## config.mk

```make
export PLATFORM = sky130hd
export DESIGN_NAME = usb_wrap_irq
export DESIGN_NICKNAME = d
export VERILOG_FILES = /design/src/rtl/usb_wrap_irq.sv
export SDC_FILE = /design/constraint.sdc
export NUM_CORES = 1
export LEC_CHECK = 0
export BUFFER_PORTS_ARGS = -buffer_cell sky130_fd_sc_hd__buf_4
export CAP_MARGIN = 5
export CORE_ASPECT_RATIO = 1.75
export CORE_MARGIN = 10
export CORE_UTILIZATION = 45
export DETAILED_ROUTE_END_ITERATION = 12
export PLACE_DENSITY = 0.72
export SYNTH_ARGS = -nofsm -noshare
export SYNTH_HDL_FRONTEND = slang
export SYNTH_SLANG_ARGS = --single-unit
```

## constraint.sdc

```tcl
create_clock -name clk -period 1.65 [get_ports clk]
set_input_delay 0.0825 -clock clk [delete_from_list [all_inputs] [get_ports clk]]
set_output_delay 0.0825 -clock clk [all_outputs]
set_load 0.01 [all_outputs]
```

## src/rtl/usb_wrap_irq.sv

```systemverilog
module usb_wrap_irq #(
  parameter int          ADDR_W    = 12,
  parameter logic [31:0] MISC_IMPL = 32'h0003_3939
) (
  input  logic              clk,
  input  logic              rst_n,
  input  logic              wr_en,
  input  logic [ADDR_W-1:0] addr,
  input  logic [31:0]       wdata,
  output logic [31:0]       rdata,
  input  logic              core_irq_i,
  input  logic              drv_vbus_i,
  input  logic              chrg_vbus_i,
  input  logic              dischrg_vbus_i,
  input  logic              id_pullup_i,
  input  logic              otg_evt_i,
  input  logic              dma_clr_i,
  output logic              irq_core_o,
  output logic              irq_misc_o
);
  localparam logic [ADDR_W-1:0] A_SYS   = ADDR_W'('h010);
  localparam logic [ADDR_W-1:0] A_MRAW  = ADDR_W'('h020);
  localparam logic [ADDR_W-1:0] A_MSTAT = ADDR_W'('h024);
  localparam logic [ADDR_W-1:0] A_MSET  = ADDR_W'('h028);
  localparam logic [ADDR_W-1:0] A_MCLR  = ADDR_W'('h02C);
  localparam logic [ADDR_W-1:0] A_XRAW  = ADDR_W'('h430);
  localparam logic [ADDR_W-1:0] A_XSTAT = ADDR_W'('h434);
  localparam logic [ADDR_W-1:0] A_XSET  = ADDR_W'('h438);
  localparam logic [ADDR_W-1:0] A_XCLR  = ADDR_W'('h43C);

  logic [3:0]  ctl, ctl_q, rise, fall;
  logic        raw_main, en_main, dma_flag, dma_flag_d, dma_evt;
  logic [31:0] raw_misc, en_misc, misc_evt, misc_clr;

  assign ctl  = {drv_vbus_i, chrg_vbus_i, dischrg_vbus_i, id_pullup_i};
  assign rise = ctl & ~ctl_q;
  assign fall = ~ctl & ctl_q;

  always_comb begin
    dma_flag_d = dma_flag;
    if (wr_en && addr == A_SYS) dma_flag_d = wdata[16];
    if (dma_clr_i)              dma_flag_d = 1'b0;
  end
  assign dma_evt = dma_flag & ~dma_flag_d;

  assign misc_evt = {14'b0, dma_evt, otg_evt_i, 2'b0, rise[3:1], 2'b0, rise[0],
                     2'b0, fall[3:1], 2'b0, fall[0]};
  assign misc_clr = (wr_en && addr == A_XSTAT) ? wdata : 32'b0;

  always_ff @(posedge clk) begin
    if (!rst_n) begin
      ctl_q    <= '0;
      raw_main <= 1'b0;
      en_main  <= 1'b0;
      raw_misc <= '0;
      en_misc  <= '0;
      dma_flag <= 1'b0;
    end else begin
      ctl_q    <= ctl;
      dma_flag <= dma_flag_d;
      raw_misc <= ((raw_misc & ~misc_clr) | misc_evt) & MISC_IMPL;
      raw_main <= (raw_main & ~(wr_en && addr == A_MSTAT && wdata[0])) | core_irq_i;
      if (wr_en && addr == A_MSET && wdata[0]) en_main <= 1'b1;
      if (wr_en && addr == A_MCLR && wdata[0]) en_main <= 1'b0;
      if (wr_en && addr == A_XSET) en_misc <= en_misc | (wdata & MISC_IMPL);
      if (wr_en && addr == A_XCLR) en_misc <= en_misc & ~wdata;
    end
  end

  always_comb begin
    case (addr)
      A_SYS:           rdata = {15'b0, dma_flag, 16'b0};
      A_MRAW:          rdata = {31'b0, raw_main};
      A_MSTAT:         rdata = {31'b0, raw_main & en_main};
      A_MSET, A_MCLR:  rdata = {31'b0, en_main};
      A_XRAW:          rdata = raw_misc;
      A_XSTAT:         rdata = raw_misc & en_misc;
      A_XSET, A_XCLR:  rdata = en_misc;
      default:         rdata = 32'b0;
    endcase
  end

  assign irq_core_o = raw_main & en_main;
  assign irq_misc_o = |(raw_misc & en_misc);

  assert_reset_R1: assert property (@(posedge clk)
    !rst_n |=> (raw_misc == 32'b0 && !raw_main && en_misc == 32'b0 && !en_main && !dma_flag));

  assert_rise_drv_R2: assert property (@(posedge clk) disable iff (!rst_n)
    (drv_vbus_i && !ctl_q[3]) |=> raw_misc[13]);

  assert_fall_idp_R2: assert property (@(posedge clk) disable iff (!rst_n)
    (!id_pullup_i && ctl_q[0]) |=> raw_misc[0]);

  assert_dma_evt_R3: assert property (@(posedge clk) disable iff (!rst_n)
    $fell(dma_flag) |-> raw_misc[17]);

  assert_core_sticky_R4: assert property (@(posedge clk) disable iff (!rst_n)
    core_irq_i |=> raw_main);

  assert_en_set_R5: assert property (@(posedge clk) disable iff (!rst_n)
    (wr_en && addr == A_XSET) |=> ((en_misc & $past(wdata & MISC_IMPL)) == $past(wdata & MISC_IMPL)));

  assert_en_clr_R5: assert property (@(posedge clk) disable iff (!rst_n)
    (wr_en && addr == A_XCLR) |=> ((en_misc & $past(wdata)) == 32'b0));

  assert_en_stable_R5: assert property (@(posedge clk) disable iff (!rst_n)
    !wr_en |=> ($stable(en_misc) && $stable(en_main)));

  assert_irq_hold_R9: assert property (@(posedge clk) disable iff (!rst_n)
    (irq_misc_o && !wr_en) |=> irq_misc_o);
endmodule

```

* Word-level counts from Yosys, hierarchy flattened
Index checks and enable logic that the tools add are counted.
** Cells by class
- Eq/ne operators :: 9
- Muxes and demuxes :: 6
- Bitwise gates (word level) :: 18
- Reduce and logical (&&, ||, !) cells :: 15
** Operators by type and width (number)
- one-hot mux 32 bit (7 select lines) :: 1
- 2-to-1 mux 32 bit :: 2
- equality test 12 x 11 -> 1 bit (second input constant) :: 4
- equality test 12 x 6 -> 1 bit (second input constant) :: 4
- AND 18 x 32 -> 32 bit :: 1
- AND 32 bit :: 1
- NOT 32 bit :: 1
- bitwise OR 32 x 18 -> 32 bit :: 1
- OR reduction 32 bit :: 1
- AND 18 bit :: 1
- 2-to-1 mux 18 bit :: 1
- NOT 18 bit :: 1
- bitwise OR 18 bit :: 1
- equality test 12 x 5 -> 1 bit (second input constant) :: 1
- logical AND 1 bit :: 10
- AND 4 bit :: 2
- NOT 4 bit :: 2
- OR reduction 2 bit :: 3
- AND 1 bit :: 3
- NOT 1 bit :: 3
- 2-to-1 mux 1 bit :: 2
- nonzero test 2 bit :: 1
- bitwise OR 1 bit :: 1
** Word-level totals
- Flip-flop bits (word level) :: 49
- Bits of input ports :: 54
- Output and inout port bits :: 34
- Logic and storage cells :: 54

* Longest topological paths before layout
Gate-level depths: netlist of run 1.
- Depth in word-level cells :: 7
- Depth in mapped cells :: 5
- Mapped depth without buffers :: 4

* Worst setup path after synthesis of run 1
Ideal clock, no wire load.
- Kind :: input to register
- Start :: input port addr[6]
- End :: register (tool-made name)
- Setup time :: 0.142 ns
- Data arrival time :: 1.382 ns
- Data required time :: 1.508 ns
- Setup slack :: 0.127 ns
- Cell stages on the path :: 4
- Path buffers :: 0
- Path through :: or4_4 -> or2_1 -> nor3_4 -> a311oi_1
** RTL lines
- start, declared :: RTL line 8 : input logic [ADDR_W-1:0] addr,

* Worst setup path in the final report of run 1
- Start :: input port addr[6]
- End :: output port rdata[12]
** On the way
- Cells in the longest elaborated chain, start to end :: 3
- Elaborated cells on any way between the ends :: 12
- Classes of those cells :: eq/ne (9); mux (1); reduce/logical (2)
** RTL lines
- equality test 12 x 11 -> 1 bit / equality test 12 x 6 -> 1 bit (equally long branches) :: RTL line 71 : case (addr)
- OR reduction 2 bit :: RTL line 71
- one-hot mux 32 bit (7 select lines) * :: RTL line 71
- end, declared :: RTL line 10 : output logic [31:0] rdata,
Mark *: on every way between the ends. The rest lies on a longest branch, timed or not.

==> results of run 1 <==
==> where the power goes <==
| group | total, mW | internal, mW | switching (mW) |
|---|---|---|---|
| clock network | 0.755 | 0.341 | 0.414 |
| logic | 0.302 | 0.187 | 0.116 |
| registers | 1.22 | 1.20 | 0.0196 |
| total | 2.28 | 1.73 | 0.549 |
==> synth_stat cells (all sizes together) <==
library cell  instances  area share [%]
nor3                  4             2.1
o21bai                1            0.33
nand4                 3            0.82
nor4bb                1            0.44
nor2                  4            0.65
nand3                 1            0.22
or3                   1            0.27
a31oi                12             3.3
buf                   6             2.2
and2                 28             7.6
a21o                  8             2.6
a31o                  1            0.38
a22o                  9             3.4
nand2b                1            0.27
nand4b                2            0.76
or2                   1            0.27
or3b                  1            0.38
nor2b                10             2.7
a21boi                8             2.6
a221oi                1            0.38
o21a                 11             3.6
nor4                  4             1.7
a311oi               11             4.2
o21ai                 2            0.44
o31ai                 1            0.33
a21oi                25             5.4
dfxtp                49              43
nand2                26             4.2
inv                   5            0.82
o221ai                1            0.38
and3                  1            0.27
or4                   1            0.49
nor3b                 2            0.65
or4b                  1            0.44
clkbuf                8             1.3
o22ai                 1            0.27
a22oi                 3            0.98
==> final cells by class <==
cell class | instances | area share, %
inverters | 5 | 0.507
repair buffers | 145 | 35.2
flip-flops and latches | 49 | 26.5
well taps | 54 | 1.83
clock buffers | 6 | 2.23
multi-input cells | 187 | 33.4
clock inverters | 2 | 0.372
==> worst max-delay path, stage by stage <==
cell and delay, ns:
buf_6 0.09, or4_4 0.58, nor3_4 0.24, buf_12 0.16
clkbuf_16 0.14, a21o_1 0.08, a22o_1 0.11, buf_4 0.11
==> logic make-up after synthesis <==
| kind of cell | Yosys count |
|---|---|
| AO/OA/AOI/OAI | 95 |
| buffers and inverters | 19 |
| flip-flops | 49 |
| AND/OR/NAND/NOR | 92 |
==> layer usage <==
layer / routed length, um / up-vias / GRT usage (%)
li1: - / 1207 / -
met1: 2900 / 1165 / 19.4
met2: 4120 / 93 / 31.7
met3: 586 / 17 / 6.34
met4: 157 / 0 / 7.12
met5: 0 / - / 0
==> worst max path at each step <==
stage,from,end,slack (ns),cells after the start
floorplan,addr[6],flop,0.13,4
global placement,addr[6],rdata[4],-0.09,7
detailed placement,addr[6],flop,-0.12,6
CTS,addr[11],rdata[4],0.003,7
global route,addr[6],rdata[5],-0.08,8
finish,addr[6],rdata[12],-0.04,8
==> metrics by stage <==
step,setup WS (ns),util [%],hold WS (ns),setup TNS [ns]
floorplan,0.127,-,0.170,0
global placement,-0.0856,62.2,0.252,-2.51
detailed placement,-0.117,62.2,0.256,-2.94
CTS,0.00320,72.6,0.00456,0
global route,-0.0818,74.4,0.0178,-1.17
finish,-0.0399,74.4,0.0157,-0.369
==> what timing repair did <==
item	4_1_cts	5_1_grt
buffers inserted	3	2
hold buffers	35	0
pin swaps	4	7
endpoints found under the setup margin	10	19
endpoints found under the hold margin	35	0
gates cloned	1	2
gates resized for setup	7	12
==> metrics.csv, run 1 <==
stage,metric,value,unit
timing,min_period,1.69,ns
clocking,cts_made_buffers,5,
power,power.total,2.28,mW
yosys,ys_ff_latch,49,
hold_path,hp-class,input pin to flop,
die,dieArea,8480,um^2
power,vdd_drop_max,0.651,mV
yosys,syn_nets,309,
grt,grt_use_total,18.3,%
setup_path,r2r_slack,0.83,ns
die,die_w,74.0,um
clocking,clkLatencyLatePin,0.30,ns
setup_path,critPathRequiredTime,1.57,ns
placement,dp.cells,398,
grt,grt_start_max_net_pins,29,
setup_path,rr_worst_depth,2,
setup_path,path_class,input pin to output port,
run,drv_cap,0,
clocking,clkTransAtPathRegs,0.09,ns
timing,rsz0062_at_grt,yes,
yosys,synth.distinct_cells,42,
yosys,synth.area.mux_share,0,%
clocking,cts-root-buf,clkbuf_8,
timing,hold_viol_final,0,
layout,nets,447,
clocking,cts_sinks,49,
layout,area_growth_syn_to_layout,61.1,%
placement,hpwl,5240,um
timing,setup_ws,-0.0399,ns
yosys,yosys.area_share.simple,24.3,%
yosys,synth_top_family_by_area,compound AO/OA/AOI/OAI gates,
placement,post_dp_cell_area,3100,um^2
drt,first_iter_violations,162,
timing,drv_slew,0,
timing,worst_pin_slew,0.422,ns
yosys,synth-xor-area-share,0,%
layout,nFillCells,390,
yosys,synth-compound-area-share,28.6,%
grt,grt_pass1_vias,2616,
timing,relSlewSlack,71.9,%
hold_path,hp-start,wdata[17],
die,rows,34,
yosys,synthAdderAreaFrac,0,%
power,power.leakage,1.63,nW
run_status,violations,setup timing,
drt,routed_wl,7760,um
placement,port_buffers,87,
placement,place_congestion,0.842,
layout,regArea,981,um^2
clocking,htreeDepth,2,
die,die_h,115,um
drt,vias,2482,
timing,fmax,592,MHz
yosys,seq_area_frac_synth,42.7,%
drt,viasPerCell,5.54,
layout,stdcell_count,448,
drt,drtPass1Iterations,6,
layout,layout_commonest_cell,buf_4,
die,io_pins,88,
yosys,synth_area_per_cell,9.01,um^2
yosys,ys_warn_count,0,
yosys,synth_area,2300,um^2
layout,fin_area,3700,um^2
setup_path,cp-start-kind,input pin,
yosys,synth_cells,255,
layout,layout-drive-gt1-share,32.7,%
power,cellPowerDensity,616,nW/um^2
layout,layout_common_cells,"buf_4, dfxtp_1, dlygate4sd3_1, and2_1, nand2_1",
clocking,cts_max_path_buffers,2,
layout,multi_input_area,1230,um^2
timing,setup_viol_count_final,20,
die,coreArea,4980,um^2
die,start_util,46.2,%
run_status,outcome,"finished, violations left",
drt,ant_nets,0,
timing,skew,0.00406,ns
hold_path,hold_depth,2,
layout,antenna_cells,0,
grt,overflow,0,
grt,antenna_found_initial,0,
drt,drc,0,
setup_path,worstPathArrival,1.61,ns
setup_path,critPathCaptureType,output port,
drt,wl_per_cell,17.3,um
timing,post-route-period-util,102,%
setup_path,cp_max_fo,5,
grt,grt_pass1_wl,12600,um
clocking,cts_tree,done,
(Power assumes the default switching activity.)
==> inputs of run 2 (changes only) <==
- PLACE_DENSITY: 0.72 -> 0.71
==> metrics.csv, run 2 (synthesized netlist as in run 1, its figures left out) <==
stage,metric,value,unit,change
timing,fmax,599,MHz,+1.3%
timing,setup_tns,-0.0185,ns,+0.350 ns
placement,dp.cells,402,,+1.0%
power,cellPowerDensity,596,nW/um^2,-3.2%
drt,viasPerCell,5.52,,-0.40%
power,comb_power_share,13.6,%,+0.3 points
grt,grt_start_max_net_pins,23,,-21%
grt,grt_pass1_vias,2611,,-0.19%
power,vdd_drop_max,0.722,mV,+11%
setup_path,critPathCaptureType,output port,,
power,pwr-share-seq,54.4,%,+0.8 points
timing,worst_pin_slew,0.500,ns,+0.0787 ns
grt,antenna_found_initial,0,,unchanged
clocking,htreeDepth,2,,unchanged
run,drv_cap,0,,unchanged
clocking,clkLatencyLatePin,0.30,ns,about the same
clocking,cts_tree,done,,
timing,setup_viol_count_final,1,,-95%
drt,top_layer_used,met4,,
run_status,outcome,"finished, violations left",,
drt,drtPass1Iterations,4,,-2
layout,layout-drive-gt1-share,36.1,%,+3.4 points
clocking,cts_max_path_buffers,2,,unchanged
setup_path,cp-start-kind,input pin,,
timing,drv_slew,0,,unchanged
grt,overflow,0,,unchanged
die,start_util,46.2,%,unchanged
setup_path,rr_worst_depth,2,,unchanged
setup_path,critPathRequiredTime,1.57,ns,about the same
placement,pre_cts_ws,-0.100,ns,+0.0169 ns
timing,setup_ws,-0.0185,ns,+0.0214 ns
layout,fin_area,3770,um^2,+1.8%
timing,hold-worst-slack,0.0179,ns,+0.00223 ns
grt,grt_use_total,18.0,%,-0.31 points
clocking,cts_made_buffers,5,,unchanged
power,power.total,2.25,mW,-1.4%
hold_path,hold_depth,2,,unchanged
power,clkPwrFrac,32.0,%,-1.1 points
layout,fin_util,75.7,%,+1.4 points
die,io_pins,88,,unchanged
drt,ant_nets,0,,unchanged
die,dieArea,8480,um^2,unchanged
clocking,cts-root-buf,clkbuf_8,,
placement,port_buffers,87,,unchanged
drt,vias,2483,,+0.040%
clocking,cts_sinks,49,,unchanged
timing,hold_viol_final,0,,unchanged
timing,relSlewSlack,66.3,%,-5.5 points
setup_path,cp_max_fo,8,,+3
placement,place_congestion,0.825,,-2.1%
hold_path,hp-start,wdata[17],,
timing,rsz0062_at_grt,yes,,
drt,dr_wl_met3,666,um,+14%
layout,layout_commonest_cell,buf_4,,
power,power.leakage,1.67,nW,+2.2%
timing,post-route-period-util,101,%,-1.3 points
clocking,clkTransAtPathRegs,0.09,ns,about the same
timing,min_period,1.67,ns,-0.0214 ns
run_status,violations,setup timing,,
drt,wirelength_met1,2870,um,-1.0%
power,p_int,1.69,mW,-2.2%
drt,drc,0,,unchanged
setup_path,worstPathArrival,1.59,ns,-0.02 ns
die,die_w,74.0,um,unchanged
placement,post_dp_cell_area,3140,um^2,+1.4%
grt,grt_pass1_wl,12500,um,-0.93%
setup_path,path_class,input pin to output port,,
drt,wl_per_cell,17.4,um,+0.53%
timing,skew,0.00321,ns,-0.000849 ns
layout,nets,449,,+0.45%
power,sw_frac_of_total,24.7,%,+0.61 points
layout,layout_common_cells,"buf_4, dfxtp_1, dlygate4sd3_1, nand2_1, a21oi_1",,
placement,hpwl,5300,um,+1.2%
drt,wl_met2,4180,um,+1.6%
layout,stdcell_count,450,,+0.45%
power,p_switching,555,uW,+1.1%
die,rows,34,,unchanged
drt,first_iter_violations,191,,+18%
layout,antenna_cells,0,,unchanged
setup_path,r2r_slack,0.86,ns,+0.03 ns
drt,routed_wl,7840,um,+0.98%
hold_path,hp-class,input pin to flop,,
layout,nFillCells,384,,-1.5%
layout,area_growth_syn_to_layout,64.1,%,
die,die_h,115,um,unchanged
die,coreArea,4980,um^2,unchanged
-- run 2: how the worst max path moves through the flow --
stage | startpoint | endpoint | depth (start not counted)
detailed placement | addr[6] | rdata[4] | 7
global placement | addr[6] | rdata[4] | 7
finish | addr[11] | rdata[11] | 7
CTS | addr[11] | rdata[4] | 7
floorplan | addr[6] | flop | 4
global route | addr[11] | rdata[17] | 7
-- run 2: critical path: stages --
cell and delay [ns]:
buf_6 0.09, or4_4 0.58, or2_4 0.26, nor2b_1 0.11, buf_4 0.17, a22o_1 0.17
buf_6 0.11
-- run 2: final cells by class --
cell class                      count  area, um^2  share of cell area, %
Timing Repair Buffer              147        1340                   35.6
Clock buffer                        5        68.8                   1.83
Sequential cell                    49         981                   26.0
Multi-Input combinational cell    187        1270                   33.7
Inverter                            5        18.8                  0.498
Clock inverter                      3        21.3                  0.564
Tap cell                           54        67.6                   1.79
-- run 2: routing by layer --
metal	GRT usage, %	vias to the layer above
met2	31.1	81
met5	0	-
met3	6.77	12
met1	19.2	1179
met4	6.24	0
li1	-	1211
-- run 2: power by group through the flow --
stage,sequential (mW),clock (mW),combinational [mW]
floorplan,1.24,0,0.0786
global placement,1.25,0,0.223
detailed placement,1.25,0,0.228
CTS,1.22,0.744,0.298
global route,1.23,0.792,0.332
finish,1.22,0.719,0.306
-- run 2: what timing repair did --
item	CTS	global route
resized for setup	6	35
pin swaps	5	11
endpoints found under the hold margin	35	0
cloned	0	1
endpoints found under the setup margin	29	27
hold buffers	35	0
buffers inserted	2	2
==> inputs of run 3 (changes only) <==
- CORE_UTILIZATION: 45 -> 25
- CTS_BUF_LIST: unset -> sky130_fd_sc_hd__clkbuf_8 sky130_fd_sc_hd__clkbuf_16
- PLACE_DENSITY: 0.71 -> 0.43
==> metrics.csv, run 3 (synthesized netlist as in run 1, its figures left out) <==
stage,metric,value,unit,change
layout,nets,446,,-0.67%
run_status,outcome,"finished, violations left",,
setup_path,rr_endpoint,en_main,,
grt,grt_pass1_wl,13200,um,+6.1%
placement,place_congestion,0.767,,-7.0%
die,io_pins,88,,unchanged
grt,grt_use_total,12.2,%,-5.8 points
clocking,cts_tree,done,,
grt,antenna_found_initial,0,,unchanged
clocking,cts-root-buf,clkbuf_16,,
setup_path,cp-start-kind,input pin,,
setup_path,cp_cell_sequence,buf_6 > or4_4 > or2_4 > nor2b_1 > buf_4 > a22o_1 > buf_6,,
layout,fin_util,42.2,%,-34 points
setup_path,path_common_cell,buf_6,,
run,drv_cap,0,,unchanged
setup_path,worstSetupStartpoint,addr[11],,
run_status,violations,setup timing,,
drt,wl_per_cell,16.6,um,-4.9%
drt,ant_nets,0,,unchanged
setup_path,worstPathArrival,1.59,ns,about the same
die,start_util,25.4,%,-21 points
layout,layout_commonest_cell,buf_4,,
timing,min_period,1.67,ns,+0.00515 ns
clocking,cts_sinks,49,,unchanged
timing,post-route-period-util,101,%,+0.31 points
setup_path,slowest_stage,or4_4,,
hold_path,hp-class,input pin to flop,,
power,vdd_drop_max,0.425,mV,-41%
setup_path,max_stage_delay,0.57,ns,about the same
die,rows,46,,+35%
grt,grt_pass1_vias,2540,,-2.7%
die,coreArea,9040,um^2,+82%
layout,layout_common_cells,"buf_4, dfxtp_1, dlygate4sd3_1, nand2_1, a21oi_1",,
timing,rsz0062_at_grt,yes,,
grt,overflow,0,,unchanged
layout,area_growth_syn_to_layout,65.9,%,
layout,antenna_cells,0,,unchanged
timing,setup_ws,-0.0237,ns,-0.00515 ns
layout,fin_area,3810,um^2,+1.1%
setup_path,rr_worst_depth,2,,unchanged
timing,setup_viol_count_final,2,,+1
drt,drtPass1Iterations,4,,unchanged
clocking,cts_max_path_buffers,2,,unchanged
drt,routed_wl,8500,um,+8.5%
timing,fmax,597,MHz,-0.31%
timing,hold_viol_final,0,,unchanged
hold_path,hold_depth,2,,unchanged
setup_path,critPathCaptureType,output port,,
clocking,htreeDepth,2,,unchanged
setup_path,cp_max_fo,8,,unchanged
timing,drv_slew,0,,unchanged
setup_path,critPathRequiredTime,1.57,ns,about the same
power,power.total,2.75,mW,+22%
drt,first_iter_violations,51,,-73%
drt,viasPerCell,4.69,,-15%
clocking,clkTransAtPathRegs,0.07,ns,-0.02 ns
setup_path,timing.critical_path.to,rdata[12],,
die,dieArea,13600,um^2,+60%
placement,hpwl,6340,um,+20%
setup_path,r2r_start,en_main,,
die,die_w,92.5,um,+25%
placement,post_dp_cell_area,3260,um^2,+3.8%
power,cellPowerDensity,722,nW/um^2,+21%
layout,layout-drive-gt1-share,34.9,%,-1.3 points
placement,port_buffers,87,,unchanged
timing,worst_pin_slew,0.437,ns,-0.0629 ns
timing,relSlewSlack,70.8,%,+4.5 points
grt,grt_start_max_net_pins,26,,+13%
timing,setup_tns,-0.0326,ns,-0.0141 ns
setup_path,r2r_slack,0.87,ns,about the same
setup_path,path_class,input pin to output port,,
placement,pre_cts_ws,-0.138,ns,-0.0381 ns
power,power.leakage,1.66,nW,-0.53%
drt,vias,2404,,-3.2%
timing,skew,0.00890,ns,+0.00570 ns
die,die_h,147,um,+28%
clocking,clkLatencyLatePin,0.30,ns,about the same
clocking,cts_made_buffers,5,,unchanged
drt,drc,0,,unchanged
-- run 3: changes by cell type in the layout (fill, tap and decap cells not counted), sizes merged --
cell	delta
bufinv	+1
buf	+4
clkbuf	+1
inv	-1
clkinv	-1
dlygate4sd3	-7
-- run 3: worst min-delay path by stage --
| stage | startpoint | endpoint |
|---|---|---|
| 2_1_floorplan | wdata[10] | en_misc[10] |
| 3_3_place_gp | wdata[6] | en_misc[6] |
| 3_5_place_dp | wdata[6] | en_misc[6] |
| 4_1_cts | wdata[5] | flop |
| 5_1_grt | wdata[13] | flop |
| 6_report | wdata[4] | flop |
-- run 3: critical path: cells and delay by family --
| family | cells | cell delay [ns] |
|---|---|---|
| AOI/OAI and AO/OA | 1 | 0.20 |
| and+or+nand+nor | 3 | 0.93 |
| buffers and inverters | 3 | 0.38 |
-- run 3: where the power goes --
group | switching [mW] | total (mW) | leakage (nW) | internal (mW)
logic | 0.117 | 0.298 | 1.18 | 0.181
clock network | 0.472 | 1.23 | 0.0831 | 0.757
registers | 0.0193 | 1.22 | 0.398 | 1.20
-- run 3: layout make-up --
| class | instances | area (um^2) |
|---|---|---|
| Clock inverter | 2 | 37.5 |
| Timing Repair Buffer | 144 | 1240 |
| Clock buffer | 6 | 139 |
| Tap cell | 120 | 150 |
| Inverter | 5 | 18.8 |
| Multi-Input combinational cell | 187 | 1240 |
| Sequential cell | 49 | 981 |
| Fill cell | 927 | 5230 |
-- run 3: layer usage --
metal	vias to the layer above	GRT usage, %	part of all wire [%]
li1	1209	-	-
met1	1111	12.4	39
met2	75	22.2	53
met3	9	4.23	6.9
met4	0	4.34	1.5
met5	-	0	0
-- run 3: timing repair --
| item | CTS | global route |
|---|---|---|
| gates cloned | 0 | 1 |
| gates resized for setup | 7 | 7 |
| setup buffers | 2 | 1 |
| pin swaps | 5 | 6 |
| hold endpoints to repair | 27 | 1 |
| endpoints found under the setup margin | 27 | 30 |
| hold buffers | 27 | 1 |
-- run 3: through the flow --
step / std cells / hold slack [ns]
2_1_floorplan: 255 / 0.170
3_3_place_gp: 473 / 0.252
3_5_place_dp: 473 / 0.256
4_1_cts: 510 / 0.000575
5_1_grt: 513 / 0.00228
6_report: 513 / 0.00328
